===== src/rtl/modem_status_ctrl.sv =====
module modem_status_ctrl (
  input  logic       clk,
  input  logic       rst_n,
  input  logic       cts_n,
  input  logic       dsr_n,
  input  logic       dcd_n,
  input  logic       ri_n,
  input  logic       msr_rd,
  input  logic       msi_en,
  input  logic       auto_cts,
  input  logic       loop_mode,
  input  logic       dtr_ctl,
  output logic [7:0] msr_q,
  output logic       msi_irq,
  output logic       dtr_n
);

  // line order in every vector: {dcd, ri, dsr, cts}
  logic [3:0] pins, meta, sync, held, chg, flags, irq_src;

  assign pins = {dcd_n, ri_n, dsr_n, cts_n};

  always_ff @(posedge clk or negedge rst_n) begin
    if (!rst_n) begin
      meta  <= '1;
      sync  <= '1;
      held  <= '1;
      flags <= '0;
    end else begin
      meta  <= pins;
      sync  <= meta;
      held  <= sync;
      flags <= (msr_rd ? 4'b0 : flags) | chg;
    end
  end

  assign chg = {sync[3] ^ held[3], sync[2] & ~held[2], sync[1] ^ held[1], sync[0] ^ held[0]};

  assign msr_q   = {~sync, flags};
  assign irq_src = {flags[3:1], flags[0] & ~auto_cts};
  assign msi_irq = msi_en & (|irq_src);
  assign dtr_n   = ~(rst_n & dtr_ctl & ~loop_mode);

  AST_CTS_FLAG: assert property (@(posedge clk) disable iff (!rst_n)
    !$stable(msr_q[4]) |=> msr_q[0]);
  AST_DSR_FLAG: assert property (@(posedge clk) disable iff (!rst_n)
    !$stable(msr_q[5]) |=> msr_q[1]);
  AST_DCD_FLAG: assert property (@(posedge clk) disable iff (!rst_n)
    !$stable(msr_q[7]) |=> msr_q[3]);
  AST_RING_END: assert property (@(posedge clk) disable iff (!rst_n)
    $fell(msr_q[6]) |=> msr_q[2]);
  AST_READ_CLR: assert property (@(posedge clk) disable iff (!rst_n)
    (msr_rd && chg == 4'b0) |=> msr_q[3:0] == 4'b0);
  AST_IRQ_GATE: assert property (@(posedge clk) disable iff (!rst_n)
    !msi_en |-> !msi_irq);
  AST_CTS_MASK: assert property (@(posedge clk) disable iff (!rst_n)
    (auto_cts && msr_q[3:1] == 3'b0) |-> !msi_irq);
  AST_DTR_LOOP: assert property (@(posedge clk) disable iff (!rst_n)
    loop_mode |-> dtr_n);

endmodule


===== config.mk =====
export PLATFORM = sky130hd
export DESIGN_NAME = modem_status_ctrl
export DESIGN_NICKNAME = d
export VERILOG_FILES = /design/src/rtl/modem_status_ctrl.sv
export SDC_FILE = /design/constraint.sdc
export NUM_CORES = 1
export LEC_CHECK = 0
export BUFFER_PORTS_ARGS = -buffer_cell sky130_fd_sc_hd__buf_2
export CORE_AREA = 2 2 39 41
export DETAILED_ROUTE_END_ITERATION = 10
export DIE_AREA = 0 0 41 43
export GPL_TIMING_DRIVEN = 0
export PLACE_DENSITY = 0.67
export SYNTH_ARGS = -nofsm -noshare
export SYNTH_HDL_FRONTEND = slang
export SYNTH_SLANG_ARGS = --single-unit

===== constraint.sdc =====
create_clock -name clk -period 1.15 [get_ports clk]
set_input_delay 0.115 -clock clk [delete_from_list [all_inputs] [get_ports clk]]
set_output_delay 0.115 -clock clk [all_outputs]
set_load 0.1 [all_outputs]

==> impl_results.md, run 1 <==
* ANT cells at 0
* Drt drc at 0
* Post-Synth Adder-Cell Area at 0%
* Worst vdd ir at slightly above 800 uV
* DIE HEIGHT at 43 um
* Yosys reg bits at 16
* Post-route minimum period at between 1000 and 1500 ps
* Num rows at 14
* CTS clk-pin slew, worst paths at 90 ps
* Leak at 0.4067 nW
* Largest net degree at the start of global routing at 13
* PwrDens at approximately 1500 mW/mm^2
* Clock Sink Count at 16
* Htree depth at 1
* Synth Area in XOR/XNOR at 5.000%
* CTS Buf Count at 3
* Violated checks: negative setup slack
* Post-Synthesis Cells at 34
* Max Slew Vio Count at 0
* Crit path cell chain: o41a_4 -> buf_12
* Worst hold path type: input pin to flip-flop
* Outcome: finished, violations left
* Layout Skew at between 0.6 and 0.7 ps
* Top Family by Delay on Critical Path: compound AO/OA/AOI/OAI gates
* CTS root buffer: clkbuf_4
* GRT Resource Usage Total at a little over a tenth
* Total Wirelength at roughly 850 um
* Post-synthesis mux area share at 0%
* Final nets at 80
* Routed Antenna Nets at 0
* Io pins at 21
* Critical Path RT at ~1000 ps
* Worst path arrival time at 1360 ps
* Critical Path Start Type: flip-flop
* Post-synth net total at 45
* Vias/cell at roughly 4.3
* Crit Path Category: flip-flop to primary output
* Critical Path Sink Type: primary output
* Gr ovfl total at 0
* Compound-Gate Fraction of Synth Area at between 6 and 7%
* Initial antenna violation count at 0
* GPL Wtd Cong at 0.5746
* Clock tree buffer depth at 2
* Most frequent cells in the layout: dfstp_2 (12), buf_2 (11), buf_4 (7)
* Worst-Margin Slew at ~510 ps
* Global-route wire length before repair at between 1000 and 1500 um
* Critical Path Max Stage Delay at 500 ps
* Commonest non-fill, non-tap cell in the layout: dfstp_2
* Simple-gate area share of the yosys netlist at between 4 and 5%
* Area growth, synth to finish at 64.76%
* Drt wl/cell at a little over 10 um
* Seq/Total Area, Yosys at approximately four fifths
* Main area contributors after synthesis: dfstp_2 (60%), dfrtp_1 (19%), inv_1 (5.0%), xnor2_1 (5.0%), nor2b_4 (2.6%)
* Clock Latency Late Sink at ~270 ps
* Port bufs at 20
* Fin crit share at 128.7%
* RSZ-0062 raised after global routing: yes
* Die footprint at 0.001763 mm^2
* DRT Pass-1 Iters at 1
* Core Util, Final at 62.57%
* Max Freq at 0.6757 GHz
* Area leader, netlist: dfstp_2
* Final hold vios at 0
* Core area at between 0.001 and 0.0015 mm^2
* CTS tree: done
* Initial detailed-routing violation count at 0
* Design Power at 1.292 mW
* Die width at 41 um
* Share of cells above drive strength 1 at between 70% and 80%
* Final setup violation count at 1
* Maxcap violations at 0
* Main combinational cell family by area after synthesis: compound AO/OA/AOI/OAI gates
* Worst Slack Setup Final at -329.9 ps
* Crit path max fanout at 2
* Vias in the first global route at approximately 320
* Synth top area share at 60.00%
* CP max stage cell: o41a_4
* Starting Density at a little under two fifths
* Synthesized area at approximately 530 um^2
* Synth warnings at 0
* Buf/Inv on CP at 1
* Vias at roughly 360
* Syn_area_per_cell at 15.46 um^2
* Relative max-transition margin at approximately two thirds
* Netlist cell types at 11
[what timing repair did]
action | 4_1_cts | 5_1_grt
resized for setup | 27 | 2
setup endpoints to repair | 9 | 6
endpoints found under the hold margin | 8 | 0
buffers inserted | 4 | 0
hold buffers | 6 | 0
pin swaps | 0 | 0
[synthesized netlist by cell type]
cell      number
dfstp_2       12
dfrtp_1        4
xnor2_1        3
o22ai_1        1
o41a_1         1
nor2b_4        1
inv_2          1
o21ai_0        1
nand3b_1       1
o21ai_1        2
inv_1          7
[cell type report]
type | instances | area, um^2
fill | 109 | 518.0
sequential | 16 | 420.4
timing repair buffer | 30 | 282.8
multi-input combinational | 10 | 90.09
inverter | 8 | 30.03
clock buffer | 3 | 22.52
tap | 16 | 20.02
[worst reg2reg max path: cells and delay by family, from the launching register on]
kind | cells | cell delay [ps]
compound gates | 1 | 80
flops | 1 | 550
xor+xnor | 1 | 100
buf+inv | 1 | 110
[worst paths after layout]
| check | startpoint | endpoint | slack, ps | depth (start not counted) |
|---|---|---|---|---|
| setup / recovery | flags[2] | msi_irq | -330 | 2 |
| hold / removal | msr_rd | flags[1] | 50 | 2 |
| setup reg to reg | sync[0] | flags[0] | 200 | 3 |
| hold reg to reg | meta[1] | sync[1] | 360 | 0 |
| max in group asynchronous | rst_n | held[0] | 430 | 2 |
| min in group asynchronous | rst_n | flags[1] | 220 | 2 |
[through the flow]
stage               setup TNS [ps]  instances  setup slack [ps]  area (um^2)  hold slack, ps
floorplan                   -268.0         34            -268.0        540.5          -180.6
global placement            -124.9         70            -124.9        660.6           37.75
detailed placement          -142.6         70            -142.6        660.6           42.86
CTS                         -344.5         83            -344.5        857.1           45.78
global route                -435.9         83            -358.8        865.8           49.25
finish                      -329.9         83            -329.9        865.8           48.78
[sequential cells by signal, indices dropped and copies added (netlist names)]
signal and count:
flags 4, held 4, meta 4, sync 4
[power breakdown]
part | internal (mW) | switching (mW) | leakage [nW]
Combinational | 0.123 | 0.251 | 0.226
Sequential | 0.619 | 0.0225 | 0.167
Clock | 0.121 | 0.156 | 0.0138
Total | 0.863 | 0.429 | 0.407
[cell families (layout without fill, tap and decap cells)]
group / after synthesis / in the layout
compound gates: 5 / 5
buf+inv: 8 / 41
simple gates: 2 / 2
xor+xnor: 3 / 3
flops: 16 / 16
[layer usage]
metal	up-vias	share of wire, %	global-route usage [%]
met3	2	7.5	4.712
met2	17	51	15.94
met1	164	40	12.98
met4	0	0.83	6.000
met5	-	0	0
li1	172	-	-
Note: power is estimated with default switching activity, not from simulation.
==> inputs of run 2 (changes only) <==
--- a/config.mk
+++ b/config.mk
@@ -10,7 +10,7 @@
 export DETAILED_ROUTE_END_ITERATION = 10
 export DIE_AREA = 0 0 41 43
 export GPL_TIMING_DRIVEN = 0
-export PLACE_DENSITY = 0.67
+export PLACE_DENSITY = 0.7
 export SYNTH_ARGS = -nofsm -noshare
 export SYNTH_HDL_FRONTEND = slang
 export SYNTH_SLANG_ARGS = --single-unit
==> impl_results.md, run 2 (synthesized netlist as in run 1, its figures left out) <==
* GRT Resource Usage Total at 13.65% (+2.7 points)
* DIE HEIGHT at 43 um (unchanged)
* Worst vdd ir at 810.6 uV (-1.3%)
* Crit Path Category: flip-flop to primary output
* Clock Latency Late Sink at 280 ps (about the same)
* Worst R2R Path Depth at 4 (+1)
* Commonest non-fill, non-tap cell in the layout: dfstp_2
* Setup TNS at -322.6 ps (+7.307 ps)
* Final setup violation count at 1 (unchanged)
* Worst Slack Setup Final at -322.6 ps (+7.307 ps)
* Share of cells above drive strength 1 at 74.29% (+1.2 points)
* Max Freq at 0.6791 GHz (+0.50%)
* Maxcap violations at 0 (unchanged)
* CTS root buffer: clkbuf_4
* Violated checks: negative setup slack
* ANT cells at 0 (unchanged)
* Placement Setup Slack at -135.3 ps (+7.346 ps)
* Vias/cell at 4.267 (-0.23%)
* Hold path cells at 2 (unchanged)
* Routed Antenna Nets at 0 (unchanged)
* Drt drc at 0 (unchanged)
* Die footprint at 0.001763 mm^2 (unchanged)
* Design Power at 1.383 mW (+7.0%)
* Port bufs at 20 (unchanged)
* Core Util, Final at 65.01% (+2.4 points)
* Initial detailed-routing violation count at 0 (unchanged)
* Htree depth at 1 (unchanged)
* Post-Layout Cell Count at 86 (+3.6%)
* Leak at 0.4253 nW (+4.6%)
* RSZ-0062 raised after global routing: yes
* Core area at 0.001384 mm^2 (unchanged)
* Relative max-transition margin at 66.82% (+0.79 points)
* Post-route minimum period at 1473 ps (-7.307 ps)
* Hold Path Origin: msr_rd
* End point of the worst hold path: flags[0]
* Fin crit share at 128.1% (-0.64 points)
* Global-route wire length before repair at 1545 um (+26%)
* Drt wl/cell at 10.81 um (+6.2%)
* Dpl cells at 70 (unchanged)
* Max Slew Vio Count at 0 (unchanged)
* Vias in the first global route at 422 (+31%)
* Io pins at 21 (unchanged)
* Critical Path Start Type: flip-flop
* Starting Density at 37.97% (unchanged)
* Area taken by multi-input logic gates at 90.09 um^2 (unchanged)
* Clock tree buffer depth at 2 (unchanged)
* PwrDens at 1537 mW/mm^2 (+3.0%)
* Total Wirelength at 930 um (+10%)
* FF-to-FF End: flags[2]
* Critical Path RT at 1030 ps (about the same)
* GPL Wtd Cong at 0.5758 (+0.21%)
* Area growth, synth to finish at 71.19%
* Worst-Margin Slew at 496.0 ps (-11.80 ps)
* FF/Latch Area at 420.4 um^2 (unchanged)
* DRT Pass-1 Iters at 1 (unchanged)
* Worst R2R Start: sync[2]
* Crit path max fanout at 2 (unchanged)
* Final nets at 82 (+2.5%)
* CTS clk-pin slew, worst paths at 90 ps (about the same)
* Final hold vios at 0 (unchanged)
* Initial antenna violation count at 0 (unchanged)
* Die width at 41 um (unchanged)
* FF-to-FF setup slack at 110 ps (-90 ps)
* Fill cells at 105 (-3.7%)
* Most frequent cells in the layout: dfstp_2 (12), buf_2 (11), buf_4 (9)
* Layout Skew at 3.877 ps (+3.237 ps)
* CTS tree: done
* Num rows at 14 (unchanged)
* Outcome: finished, violations left
* Worst hold path type: input pin to flip-flop
* Vias at 367 (+3.4%)
* Critical Path Sink Type: primary output
* Clock Sink Count at 16 (unchanged)
* CTS Buf Count at 3 (unchanged)
* Gr ovfl total at 0 (unchanged)
* Worst path arrival time at 1360 ps (about the same)
* Largest net degree at the start of global routing at 13 (unchanged)
[run 2: critical path, cell delays in order (launching register included)]
cell and delay, ps:
dfrtp_2 410, o41a_4 490, buf_12 170
[run 2: per-layer routing]
metal / global-route usage (%) / wire [um] / share of wire (%) / vias to the layer above
met5: 0 / 0 / 0 / -
met4: 8.000 / 6 / 0.65 / 0
li1: - / - / - / 175
met2: 23.75 / 540 / 58 / 17
met3: 4.712 / 68 / 7.3 / 2
met1: 12.41 / 315 / 34 / 173
[run 2: through the flow]
stage,hold WS [ps],area [um^2]
final,56.28,899.6
after global routing,58.59,899.6
after CTS,43.38,883.3
after detailed placement,50.12,660.6
after global placement,37.39,660.6
after floorplan,-180.6,540.5
[run 2: worst max path at each step]
stage	slack, ps	from	endpoint	cells after the start
after floorplan	-270	flags[2]	msi_irq	1
after global placement	-130	flags[2]	msi_irq	2
after detailed placement	-140	flags[2]	msi_irq	2
after CTS	-340	flags[2]	msi_irq	2
after global routing	-370	flags[0]	msi_irq	3
final	-320	flags[2]	msi_irq	2
[run 2: layout make-up]
class / instances / share of cell area [%]
tap: 16 / 2.225
sequential: 16 / 46.73
multi-input combinational: 10 / 10.01
inverter: 8 / 3.338
clock buffer: 4 / 4.033
timing repair buffer: 32 / 33.66
[run 2: repair_timing]
item	in CTS	in global routing
setup endpoints to repair	9	6
hold buffers	6	0
endpoints found under the hold margin	8	0
gates resized for setup	28	2
buffers inserted	5	2
[run 2: report_power, final]
part	total [mW]	leakage, nW	internal [mW]	switching [mW]
logic	0.385	0.237	0.131	0.254
registers	0.640	0.167	0.619	0.0215
clock network	0.357	0.0210	0.192	0.165
total	1.38	0.425	0.942	0.441
==> inputs of run 3 (changes only) <==
--- a/config.mk
+++ b/config.mk
@@ -9,7 +9,6 @@
 export CORE_AREA = 2 2 39 41
 export DETAILED_ROUTE_END_ITERATION = 10
 export DIE_AREA = 0 0 41 43
-export GPL_TIMING_DRIVEN = 0
 export PLACE_DENSITY = 0.7
 export SYNTH_ARGS = -nofsm -noshare
 export SYNTH_HDL_FRONTEND = slang
==> constraint.sdc (replaced) <==
create_clock -name clk -period 1.15 [get_ports clk]
set_input_delay 0.115 -clock clk [delete_from_list [all_inputs] [get_ports clk]]
set_output_delay 0.115 -clock clk [all_outputs]
set_load 0.01 [all_outputs]
==> impl_results.md, run 3 (synthesized netlist as in run 1, its figures left out) <==
* Maxcap violations at 0 (unchanged)
* Worst path arrival time at 1220 ps (-140 ps)
* GPL Wtd Cong at 0.5920 (+2.8%)
* CTS tree: done
* Drt drc at 0 (unchanged)
* Final hold vios at 0 (unchanged)
* Setup TNS at -189.7 ps (+132.9 ps)
* Most frequent cells in the layout: buf_2 (18), dfstp_2 (12), inv_1 (5), dlygate4sd3_1 (5)
* Drt wl/cell at 10.25 um (-5.2%)
* Worst vdd ir at 801.9 uV (-1.1%)
* Port bufs at 20 (unchanged)
* Hold Path Origin: msr_rd
* Crit path max fanout at 2 (unchanged)
* Placement Setup Slack at 86.38 ps (+221.6 ps)
* Total Wirelength at 851 um (-8.5%)
* DRT Pass-1 Iters at 2 (+1)
* Dpl cells at 71 (+1.4%)
* PwrDens at 1459 mW/mm^2 (-5.1%)
* Area growth, synth to finish at 47.38%
* FF-to-FF End: flags[1]
* Initial antenna violation count at 0 (unchanged)
* Clock Sink Count at 16 (unchanged)
* Worst Setup SP: flags[0]
* Post-route minimum period at 1340 ps (-132.9 ps)
* Clock tree buffer depth at 2 (unchanged)
* Final setup violation count at 1 (unchanged)
* Critical Path Sink Type: primary output
* Final nets at 79 (-3.7%)
* Worst hold path type: input pin to flip-flop
* Clock Latency Late Sink at 270 ps (about the same)
* Leak at 0.3777 nW (-11%)
* Worst R2R Path Depth at 3 (-1)
* DIE HEIGHT at 43 um (unchanged)
* Htree depth at 1 (unchanged)
* Die width at 41 um (unchanged)
* Design Area, Final at 774.5 um^2 (-14%)
* Commonest non-fill, non-tap cell in the layout: buf_2
* Placed Area at 653.1 um^2 (-1.1%)
* Fin crit share at 116.5% (-12 points)
* Crit Path Category: flip-flop to primary output
* Vias/cell at 4.373 (+2.5%)
* RSZ-0062 raised after global routing: yes
* Starting Density at 37.97% (unchanged)
* Post-Layout Cell Count at 83 (-3.5%)
* GRT Resource Usage Total at 10.94% (-2.7 points)
* Max Slew Vio Count at 0 (unchanged)
* Critical Path RT at 1030 ps (about the same)
* Core Util, Final at 55.97% (-9.0 points)
* Io pins at 21 (unchanged)
* Worst-Margin Slew at 194.7 ps (-301.4 ps)
* Core area at 0.001384 mm^2 (unchanged)
* Num rows at 14 (unchanged)
* Die footprint at 0.001763 mm^2 (unchanged)
* Share of cells above drive strength 1 at 65.67% (-8.6 points)
* CTS Buf Count at 3 (unchanged)
* Layout Skew at 1.772 ps (-2.105 ps)
* Outcome: finished, violations left
* Initial detailed-routing violation count at 2 (+2)
* CTS clk-pin slew, worst paths at 90 ps (about the same)
* CTS root buffer: clkbuf_4
* Vias in the first global route at 345 (-18%)
* Violated checks: negative setup slack
* FF-to-FF setup slack at 210 ps (+100 ps)
* Vias at 363 (-1.1%)
* Worst Setup EP: msi_irq
* Gr ovfl total at 0 (unchanged)
* Global-route wire length before repair at 1248 um (-19%)
* Largest net degree at the start of global routing at 17 (+4)
* DP HPWL at 594.9 um
* Routed Antenna Nets at 0 (unchanged)
* Critical Path Start Type: flip-flop
* ANT cells at 0 (unchanged)
* Worst R2R Start: sync[1]
* Worst Slack Setup Final at -189.7 ps (+132.9 ps)
* Max Freq at 0.7464 GHz (+9.9%)
* Relative max-transition margin at 87.02% (+20 points)
==> run 3: how the worst min path moves through the flow <==
| stage | to | slack, ps | cells after the start |
|---|---|---|---|
| 2_1_floorplan | flags[0] | -180 | 0 |
| 3_3_place_gp | flags[3] | 70 | 2 |
| 3_5_place_dp | flags[3] | 90 | 2 |
| 4_1_cts | flags[1] | 40 | 2 |
| 5_1_grt | flags[1] | 50 | 2 |
| 6_report | flags[1] | 40 | 2 |
==> run 3: power by group <==
| part | switching (mW) | internal (mW) | total, mW | leakage (nW) |
|---|---|---|---|---|
| sequential | 0.0205 | 0.616 | 0.637 | 0.171 |
| combinational | 0.0596 | 0.0795 | 0.139 | 0.186 |
| clock | 0.162 | 0.192 | 0.354 | 0.0210 |
| total | 0.242 | 0.888 | 1.13 | 0.378 |
==> run 3: per-layer routing <==
metal  GRT usage (%)  vias to the layer above  part of all wire (%)
met5               0                        -                     0
met3           5.236                        0                   9.6
met2           18.75                       18                    55
met4           4.000                        0                     0
li1                -                      169                     -
met1           10.56                      176                    35
==> run 3: final cells by class <==
type	instances	area, um^2
Inverter	8	30.03
Timing Repair Buffer	29	192.7
Fill cell	120	609.3
Tap cell	16	20.02
Multi-Input combinational cell	10	80.08
Sequential cell	16	415.4
Clock buffer	4	36.28
==> run 3: worst max-delay path, stage by stage, from the launching register on <==
cell     delay, ps
dfrtp_1        380
nor2b_4        120
o41a_1         300
buf_2          140
==> run 3: metrics by stage <==
stage               total power, mW  hold WS (ps)
floorplan                    0.6910        -180.6
global placement             0.7503         74.53
detailed placement           0.7566         87.47
CTS                           1.140         39.03
global route                  1.187         45.16
finish                        1.130         44.60
==> run 3: what timing repair did <==
item / in CTS / in global routing
gates resized for setup: 0 / 4
endpoints found under the hold margin: 8 / 0
setup buffers: 2 / 1
setup endpoints to repair: 1 / 4
hold buffers: 5 / 0
